===== config.mk =====
export PLATFORM = sky130hd
export DESIGN_NAME = decade_divider_top
export DESIGN_NICKNAME = d
export VERILOG_FILES = /design/src/rtl/decdiv_pkg.sv /design/src/rtl/decade_stage.sv /design/src/rtl/tap_selector.sv /design/src/rtl/decade_divider_top.sv
export SDC_FILE = /design/constraint.sdc
export NUM_CORES = 1
export LEC_CHECK = 0
export ABC_AREA = 1
export ABC_CLOCK_PERIOD_IN_PS = 1900
export BUFFER_PORTS_ARGS = -buffer_cell sky130_fd_sc_hd__buf_4
export CAP_MARGIN = 20
export CORE_MARGIN = 3
export CORE_UTILIZATION = 45
export DETAILED_ROUTE_END_ITERATION = 8
export PLACE_DENSITY = 0.61
export SYNTH_ARGS = -nofsm -noshare
export SYNTH_HDL_FRONTEND = slang
export SYNTH_HIERARCHICAL = 1
export SYNTH_SLANG_ARGS = --single-unit

===== constraint.sdc =====
create_clock -name clk_in -period 1.9 [get_ports clk_in]
set_input_delay 0.38 -clock clk_in [delete_from_list [all_inputs] [get_ports clk_in]]
set_output_delay 0.38 -clock clk_in [all_outputs]
set_load 0.005 [all_outputs]

===== src/rtl/decdiv_pkg.sv =====
package decdiv_pkg;
    // Five counts of the quinary part of one decade
    typedef enum logic [2:0] {
        QUIN_0 = 3'd0,
        QUIN_1 = 3'd1,
        QUIN_2 = 3'd2,
        QUIN_3 = 3'd3,
        QUIN_4 = 3'd4
    } quin_state_t;

    localparam int SEL_BITS = 2;
endpackage


===== src/rtl/decade_stage.sv =====
module decade_stage
    import decdiv_pkg::*;
(
    input  logic clk,
    input  logic rst,
    input  logic adv_en,
    output logic tap_q,
    output logic carry_out
);
    quin_state_t state_q, state_d;
    logic        wrap_now;

    // Next-state logic: ADVANCE through the counts, WRAP from QUIN_4
    always_comb begin
        state_d = state_q;
        if (adv_en) begin
            unique case (state_q)
                QUIN_0:  state_d = QUIN_1;
                QUIN_1:  state_d = QUIN_2;
                QUIN_2:  state_d = QUIN_3;
                QUIN_3:  state_d = QUIN_4;
                QUIN_4:  state_d = QUIN_0;
                default: state_d = QUIN_0;
            endcase
        end
    end

    // State register, falling edge, asynchronous clear
    always_ff @(negedge clk or posedge rst) begin
        if (rst) state_q <= QUIN_0;
        else     state_q <= state_d;
    end

    // Output process: toggle flop and carry to the next decade
    always_comb begin
        wrap_now  = adv_en && (state_q == QUIN_4);
        carry_out = wrap_now && tap_q;
    end

    always_ff @(negedge clk or posedge rst) begin
        if (rst)           tap_q <= 1'b0;
        else if (wrap_now) tap_q <= ~tap_q;
    end

    assert_hold_when_idle_R11: assert property (@(negedge clk) disable iff (rst)
        !adv_en |=> $stable(state_q));

    assert_toggle_on_wrap_R10: assert property (@(negedge clk) disable iff (rst)
        !$stable(tap_q) |-> ($past(state_q) == QUIN_4 && state_q == QUIN_0));
endmodule


===== src/rtl/tap_selector.sv =====
module tap_selector #(
    parameter int NUM_TAPS = 4,
    parameter int SEL_W    = 2
) (
    input  logic [NUM_TAPS-1:0] taps,
    input  logic [SEL_W-1:0]    sel,
    output logic                tap_out
);
    // Highest code picks the shallowest tap, code zero the deepest
    always_comb begin
        tap_out = 1'b0;
        for (int i = 0; i < NUM_TAPS; i++) begin
            if (sel == SEL_W'(NUM_TAPS - 1 - i)) tap_out = taps[i];
        end
    end
endmodule


===== src/rtl/decade_divider_top.sv =====
module decade_divider_top
    import decdiv_pkg::*;
#(
    parameter int NUM_STAGES = 4
) (
    input  logic clk_in,
    input  logic rst_hi,
    input  logic sel_lo,
    input  logic sel_hi,
    output logic div_out
);
    logic [NUM_STAGES-1:0] tap;
    logic [NUM_STAGES:0]   en_chain;
    logic [SEL_BITS-1:0]   sel_code;

    assign en_chain[0] = 1'b1;
    assign sel_code    = {sel_hi, sel_lo};

    for (genvar k = 0; k < NUM_STAGES; k++) begin : g_decade
        decade_stage u_stage (
            .clk       (clk_in),
            .rst       (rst_hi),
            .adv_en    (en_chain[k]),
            .tap_q     (tap[k]),
            .carry_out (en_chain[k+1])
        );
        if (k > 0) begin : g_cascade_chk
            assert_cascade_R9: assert property (@(negedge clk_in) disable iff (rst_hi)
                !$stable(tap[k]) |-> $fell(tap[k-1]));
        end
    end

    tap_selector #(
        .NUM_TAPS (NUM_STAGES),
        .SEL_W    (SEL_BITS)
    ) u_sel (
        .taps    (tap),
        .sel     (sel_code),
        .tap_out (div_out)
    );

    always @(negedge clk_in) begin
        if (rst_hi) assert_out_low_in_reset_R2: assert (div_out == 1'b0);
    end
endmodule


==> results of run 1 <==
## metrics by stage
| stage | setup WS, ns | area [um^2] | hold slack (ns) | util | total power (uW) |
|---|---|---|---|---|---|
| after floorplan | -0.0645 | 807 | 0.422 | - | 668 |
| after detailed placement | -0.157 | 925 | 0.464 | 0.587 | 766 |
| after global placement | -0.152 | 925 | 0.457 | 0.587 | 760 |
| after global routing | -0.529 | 1000 | 0.515 | 0.635 | 1040 |
| final | -0.455 | 1000 | 0.466 | 0.635 | 961 |
| after CTS | -0.479 | 957 | 0.465 | 0.607 | 951 |
## cell usage in the layout, fill, tap and decap left out
cell,instances
inv_1,19
dfrtn_1,16
nand2_1,15
buf_4,13
nand3_1,12
nand2_2,8
nor2_1,8
a21oi_1,8
inv_2,7
conb_1,5
o21ai_0,4
clkbuf_4,3
nor2_4,3
nand2_4,2
nand3_2,2
buf_6,1
## routing by layer
layer,up-vias,track usage
li1,353,-
met1,284,0.181
met2,10,0.195
met3,2,0.0226
met4,0,0.113
met5,-,0
## flip-flops by register name, summed over array words and instances, names as in the netlist
signal / cells
g_decade.u_stage/state_q: 12
g_decade.u_stage/tap_q: 4
## worst min-delay path: stages (launching register included)
cell and delay (ns):
dfrtn_1 0.36, inv_1 0.07, nand3_1 0.06, o21ai_0 0.07
## repair_timing
action | CTS | global route
setup buffers | 1 | 0
pin swaps | 3 | 3
gates resized for setup | 1 | 11
endpoints found under the setup margin | 2 | 4
cloned | 0 | 0
## where the power goes
group / switching [uW] / leakage (uW) / internal (uW) / total [uW]
Sequential: 60.8 / 0.000190 / 438 / 498
Clock: 103 / 0.0000138 / 73.5 / 177
Combinational: 163 / 0.000383 / 123 / 286
## worst paths after layout
kind	startpoint	end	slack [ns]
max in group asynchronous	rst_hi	g_decade[1].u_stage/state_q[2]	0.86
hold reg to reg	g_decade[0].u_stage/state_q[2]	g_decade[0].u_stage/state_q[0]	0.47
hold / removal	g_decade[0].u_stage/state_q[2]	g_decade[0].u_stage/state_q[0]	0.47
setup / recovery	g_decade[0].u_stage/tap_q	div_out	-0.46
min in group asynchronous	rst_hi	g_decade[3].u_stage/state_q[0]	0.84
setup reg to reg	g_decade[0].u_stage/state_q[2]	g_decade[3].u_stage/tap_q	0.13
## layout make-up
cell class              count  area, um^2
inverters                  26        97.6
repair buffers             14         109
flip-flops and latches     16         400
fillers                   145         576
well taps                  16        20.0
multi-input cells          67         352
clock buffers               3        22.5
==> results by group, run 1 <==
Clock tree
  – Clk slew on worst S/H paths: 0.06 ns
  – Root buf cell: clkbuf_4
  – Num CTS Buffers: 3
  – CTS tree: yes
  – Worst-skew pair later-pin latency: 0.28 ns
  – Clk buf depth: 2
  – Sink Count: 16
  – Hold_buf cts: 0
  – H-tree depth: 1

Routing
  – Vias/cell: 4.57
  – Length of routed met3 wiring: 40 um
  – DR iter-0 viols: 15
  – WL final: 1.34 mm
  – DRC viols: 0
  – First drt pass iteration count: 4
  – DR top layer: met4
  – Routed WL per cell: 9.42 um
  – Routed via count: 649
  – Met1 WL: 641 um
  – Met2 WL: 641 um
  – Antenna-violating nets left: 0

Placed design
  – Port bufs: 4
  – Final HPWL DP: 1.03 mm
  – Routability cong.: 0.682
  – Cell count after placement: 138

Finish
  – Finished Layout Cells: 142
  – Fraction of layout cells with a size suffix above 1: 0.310
  – Synthesis-to-finish area growth: 27.2%
  – Inserted Diodes: 0
  – Nets: 132

Status
  – Status: finished with violations
  – Failing checks: setup timing

Critical path
  – Worst EP arrival: 1.98 ns
  – Slowest CP cell: dfrtn_1
  – WS Path Type: register to output port
  – Nature of the critical path startpoint: register
  – CP cell instances: inv_1, nand2_1, nand3_2, nand2_2, buf_6
  – CP bufs+invs: 2
  – WP depth: 5
  – Highest cell delay on the worst timing path: 0.41 ns
  – CP Max Fanout: 2
  – Critical Path RT: 1.52 ns
  – R2R depth: 17
  – Setup crit end kind: output port
  – Top cell family by delay on the critical path: flip-flops

Timing
  – Final Max Slew Viols: 0
  – Final hold violations: 0
  – Setup Viol. Count Final: 1
  – Setup ws final: -0.455 ns
  – RSZ-0062 raised after global routing: yes
  – Worst Skew: 0.00109 ns
  – Setup_tns: -0.455 ns

Floorplanning
  – Row count: 14
  – Die width: 47.8 um
  – Initial core utilization: 0.499
  – Die area: 2290 um^2
  – Core ar.: 1580 um^2
  – # IOs: 5
  – Die height: 47.8 um

Hold path
  – Min-delay worst type: register to register
  – Worst hold stages: 3

Yosys
  – Synthesized instance count: 105
  – Yosys warning count: 6
  – Mapped Avg Cell Area: 7.50 um^2
  – Synth Cell Area: 787 um^2

Power
  – Worst vdd ir: 0.734 mV
  – Power Density: 960 nW/um^2
  – Leak: 0.000587 uW

GRT
  – Total global routing overflow: 0
  – First-pass GRT wire length: 2.10 mm
  – Gr usage total: 0.138
  – Vias in the first global route: 553
  – Largest net degree at the start of global routing: 9
  – Initial antenna violation count: 0

Job
  – Max Cap Viol: 0
Note: power is estimated with default switching activity, not from simulation.
==> run 2: changes to the inputs <==
- ABC_AREA: 1 -> default
- ABC_CLOCK_PERIOD_IN_PS: 1900 -> 1940
- clock period: 1.9 -> 1.94 ns (I/O delays scaled with it)
==> run 2 against run 1 <==
The flow still finishes with violations (setup timing). Cell count is 17% lower. Core utilization up 4.0 points. Register-to-register slack worse by 0.27 ns.
==> results by group, run 2 <==
Status
  – Status: finished with violations
  – Failing checks: setup timing

Yosys
  – Mapped Avg Cell Area: 11.4 um^2
  – Synthesized instance count: 69
  – Yosys warning count: 6
  – Synth Cell Area: 786 um^2

Routing
  – WL final: 1.34 mm
  – DR iter-0 viols: 6
  – Routed via count: 589
  – DRC viols: 0
  – Routed WL per cell: 11.4 um
  – First drt pass iteration count: 3
  – Antenna-violating nets left: 0
  – Vias/cell: 4.99

Floorplanning
  – Die height: 47.8 um
  – Core ar.: 1580 um^2
  – Die width: 47.8 um
  – Die area: 2280 um^2
  – # IOs: 5
  – Row count: 14
  – Initial core utilization: 0.498

Finish
  – Reg with most FFs: g_decade.u_stage/state_q
  – Fin util: 0.675
  – Commonest non-fill, non-tap cell in the layout: buf_4
  – Fill cells: 133
  – Multi-input logic area: 385 um^2
  – Most frequent cells in the layout: buf_4 (20), dfrtn_1 (16), inv_1 (8), or3b_1 (8), conb_1 (7)
  – FF+latch area: 400 um^2
  – Design area: 1060 um^2
  – Fraction of layout cells with a size suffix above 1: 0.343
  – Synthesis-to-finish area growth: 35.5%
  – Max reg flops: 12
  – Finished Layout Cells: 118
  – Nets: 107
  – Inserted Diodes: 0
  – Top Registers: g_decade.u_stage/state_q x12, g_decade.u_stage/tap_q x4

Hold path
  – Hold EP: g_decade[1].u_stage/state_q[2]
  – Worst hold stages: 1
  – Min-delay worst type: register to register
  – Hold_sp: g_decade[1].u_stage/state_q[2]

Timing
  – Setup Viol. Count Final: 5
  – Worst Skew: 0.000703 ns
  – Final Max Slew Viols: 0
  – Final hold violations: 0
  – Setup ws final: -0.666 ns
  – RSZ-0062 raised after global routing: yes
  – Final hold slack: 0.452 ns

GRT
  – Global routing usage on met1: 0.195
  – GRT busiest layer: met2
  – Met2 Usage GRT: 0.208
  – Gr usage total: 0.143
  – Vias in the first global route: 536
  – First-pass GRT wire length: 2.25 mm
  – Initial antenna violation count: 0
  – Total global routing overflow: 0
  – Met3 global-route usage: 0.0338
  – Largest net degree at the start of global routing: 10

Clock tree
  – Clk buf depth: 2
  – Sink Count: 16
  – Hold_buf cts: 0
  – Clk slew on worst S/H paths: 0.07 ns
  – H-tree depth: 1
  – Root buf cell: clkbuf_4
  – Num CTS Buffers: 3
  – CTS tree: yes
  – Worst-skew pair later-pin latency: 0.29 ns

Critical path
  – CP bufs+invs: 1
  – Top cell family by delay on the critical path: multiplexers
  – Worst EP arrival: 2.22 ns
  – Critical Path RT: 1.55 ns
  – CP cell instances: mux4_2, buf_6
  – Nature of the critical path startpoint: register
  – WS Path Type: register to output port
  – Crit Reg-Reg Endpoint: g_decade[3].u_stage/tap_q
  – Setup crit end kind: output port
  – Slowest CP cell: mux4_2
  – R2R depth: 8
  – CP Max Fanout: 2
  – FF-to-FF setup slack: -0.14 ns
  – R2r startpoint: g_decade[0].u_stage/state_q[1]
  – Highest cell delay on the worst timing path: 0.47 ns

Placed design
  – Cell count after placement: 105
  – Port bufs: 4
  – Placed instance area: 941 um^2
  – Final HPWL DP: 974 um
  – Routability cong.: 0.676

Power
  – Power Density: 853 nW/um^2
  – Power, Total: 908 uW
  – Worst vdd ir: 0.498 mV
  – Leak: 0.000543 uW

Job
  – Max Cap Viol: 0
==> run 2: layout make-up <==
| cell class | count | area share |
|---|---|---|
| Sequential cell | 16 | 0.376 |
| Clock buffer | 4 | 0.0341 |
| Multi-Input combinational cell | 51 | 0.362 |
| Inverter | 8 | 0.0282 |
| Timing Repair Buffer | 23 | 0.181 |
| Tap cell | 16 | 0.0188 |
==> run 2: power breakdown <==
part           leakage (uW)  internal, uW  switching, uW
combinational      0.000336           141           84.9
sequential         0.000187           404           51.1
clock             0.0000210           114            113
==> run 2: worst register-to-register path, delay by kind of cell (launching register included) <==
kind          cells  cell delay (ns)
xor+xnor          1             0.14
flops             1             0.43
simple gates      7             1.36
==> run 2: layer usage <==
layer / vias up / wire [um] / share of wire
li1: 306 / - / -
met1: 275 / 691 / 0.51
met2: 6 / 590 / 0.44
met3: 2 / 42 / 0.031
met4: 0 / 17 / 0.013
met5: - / 0 / 0
==> run 2: worst max path at each step <==
| stage | start | endpoint | slack [ns] | cells after the start |
|---|---|---|---|---|
| finish | g_decade[0].u_stage/tap_q | div_out | -0.67 | 2 |
| global route | g_decade[0].u_stage/tap_q | div_out | -0.69 | 2 |
| CTS | g_decade[0].u_stage/tap_q | div_out | -0.66 | 2 |
| detailed placement | g_decade[1].u_stage/tap_q | div_out | -0.34 | 2 |
| global placement | g_decade[0].u_stage/tap_q | div_out | -0.33 | 2 |
| floorplan | g_decade[0].u_stage/tap_q | div_out | -0.23 | 1 |
==> run 2: repair_timing <==
item                                    4_1_cts  5_1_grt
endpoints found under the setup margin        4        5
pin swaps                                     4        2
gates resized for setup                       1        2
setup buffers                                 5        4
==> run 2: through the flow <==
stage	setup slack [ns]	setup TNS [ns]
finish	-0.666	-1.01
global route	-0.695	-1.28
CTS	-0.659	-1.08
detailed placement	-0.337	-0.623
global placement	-0.334	-0.569
floorplan	-0.232	-0.587
==> run 3: changes to the inputs <==
- CELL_PAD_IN_SITES_DETAIL_PLACEMENT: default -> 1
- CELL_PAD_IN_SITES_GLOBAL_PLACEMENT: default -> 1
- CORE_UTILIZATION: 45 -> 41
- PLACE_DENSITY: 0.61 -> 0.68
- SLEW_MARGIN: default -> 25
==> run 3 against run 2 <==
The run still ends with setup timing left. Via count is 10% higher. Worst setup slack got worse by 0.0085 ns. Largest cell class unchanged. Critical endpoint unchanged. Highest routed layer unchanged. Largest power group unchanged. Sequential power down 2%.
==> results by group, run 3 (synthesized netlist as in run 2, its figures left out) <==
Routing
  – Met2 WL: 914 um
  – Routed via count: 648
  – Length of routed met3 wiring: 61 um
  – Antenna-violating nets left: 0
  – Routed WL per cell: 13.5 um
  – WL final: 1.77 mm
  – DRC viols: 0
  – Vias/cell: 4.95
  – First drt pass iteration count: 3
  – DR top layer: met4
  – DR iter-0 viols: 2
  – Met1 WL: 762 um

Finish
  – Multi-input logic area: 390 um^2
  – Finished Layout Cells: 131
  – FF+latch area: 400 um^2
  – Inserted Diodes: 0
  – Max reg flops: 12
  – Commonest non-fill, non-tap cell in the layout: buf_4
  – Nets: 111
  – Most frequent cells in the layout: buf_4 (24), dfrtn_1 (16), inv_1 (8), or3b_1 (8), conb_1 (7)
  – Fin util: 0.625
  – Top Registers: g_decade.u_stage/state_q x12, g_decade.u_stage/tap_q x4
  – Synthesis-to-finish area growth: 40.3%
  – Fill cells: 211
  – Reg with most FFs: g_decade.u_stage/state_q
  – Fraction of layout cells with a size suffix above 1: 0.377

Timing
  – Final Max Slew Viols: 0
  – Setup Viol. Count Final: 6
  – Worst Skew: 0.00684 ns
  – RSZ-0062 raised after global routing: yes
  – Setup ws final: -0.674 ns
  – Final hold violations: 0

Critical path
  – Nature of the critical path startpoint: register
  – Setup crit end kind: output port
  – WS Path Type: register to output port
  – Worst EP arrival: 2.23 ns
  – Crit Reg-Reg Endpoint: g_decade[3].u_stage/tap_q
  – CP Max Fanout: 2
  – R2r startpoint: g_decade[0].u_stage/tap_q
  – FF-to-FF setup slack: -0.21 ns
  – Critical Path RT: 1.55 ns
  – R2R depth: 10

Clock tree
  – Worst-skew pair later-pin latency: 0.29 ns
  – Num CTS Buffers: 3
  – Root buf cell: clkbuf_4
  – Sink Count: 16
  – Clk buf depth: 2
  – Clk slew on worst S/H paths: 0.07 ns
  – H-tree depth: 1
  – Hold_buf cts: 0
  – CTS tree: yes

Power
  – Worst vdd ir: 0.488 mV
  – Leak: 0.000561 uW
  – Power Density: 865 nW/um^2

Floorplanning
  – Core ar.: 1760 um^2
  – Die area: 2480 um^2
  – Row count: 15
  – # IOs: 5
  – Initial core utilization: 0.445
  – Die height: 49.8 um
  – Die width: 49.8 um

Hold path
  – Hold EP: g_decade[2].u_stage/state_q[2]
  – Hold_sp: g_decade[2].u_stage/state_q[2]
  – Min-delay worst type: register to register
  – Worst hold stages: 1

Placed design
  – Cell count after placement: 117
  – Routability cong.: 0.717
  – Post-place setup slack: -0.349 ns
  – Final HPWL DP: 1.14 mm
  – Port bufs: 4

GRT
  – Largest net degree at the start of global routing: 10
  – First-pass GRT wire length: 3.18 mm
  – Gr usage total: 0.179
  – Vias in the first global route: 683
  – Initial antenna violation count: 0
  – Total global routing overflow: 0

Status
  – Failing checks: setup timing
  – Status: finished with violations

Job
  – Max Cap Viol: 0
-- run 3: where the power goes --
part	switching, uW	internal [uW]
Sequential	43.2	404
Clock	111	114
Combinational	109	172
Total	263	691
-- run 3: final cells by class --
type | instances | area share
Inverter | 8 | 0.0272
Multi-Input combinational cell | 51 | 0.354
Timing Repair Buffer | 27 | 0.194
Tap cell | 25 | 0.0284
Sequential cell | 16 | 0.363
Clock buffer | 4 | 0.0329
-- run 3: metrics by stage --
stage / cell area (um^2) / hold slack [ns] / power (uW) / setup TNS [ns]
final: 1100 / 0.466 / 954 / -1.27
after global routing: 1100 / 0.504 / 1030 / -1.77
after CTS: 1060 / 0.466 / 950 / -0.941
after detailed placement: 975 / 0.465 / 703 / -0.592
after global placement: 975 / 0.455 / 687 / -0.542
after floorplan: 816 / 0.401 / 566 / -0.587
-- run 3: worst max path at each step --
stage / end / from / slack [ns]
floorplan: div_out / g_decade[0].u_stage/tap_q / -0.23
global placement: div_out / g_decade[0].u_stage/tap_q / -0.33
detailed placement: div_out / g_decade[0].u_stage/tap_q / -0.35
CTS: div_out / g_decade[0].u_stage/tap_q / -0.67
global route: div_out / g_decade[0].u_stage/tap_q / -0.72
finish: div_out / g_decade[1].u_stage/tap_q / -0.67
-- run 3: worst max-delay path, stage by stage (launching register included) --
cell	delay, ns
dfrtn_1	0.36
mux4_2	0.47
buf_6	0.13
-- run 3: metal layers --
metal | global-route usage | vias to the layer above
li1 | - | 310
met1 | 0.206 | 327
met2 | 0.297 | 7
met3 | 0.0423 | 4
met4 | 0.111 | 0
met5 | 0 | -
-- run 3: timing repair --
action | CTS | global route
buffers inserted | 5 | 5
setup endpoints to repair | 4 | 6
gates resized for setup | 3 | 4
pin swaps | 4 | 1
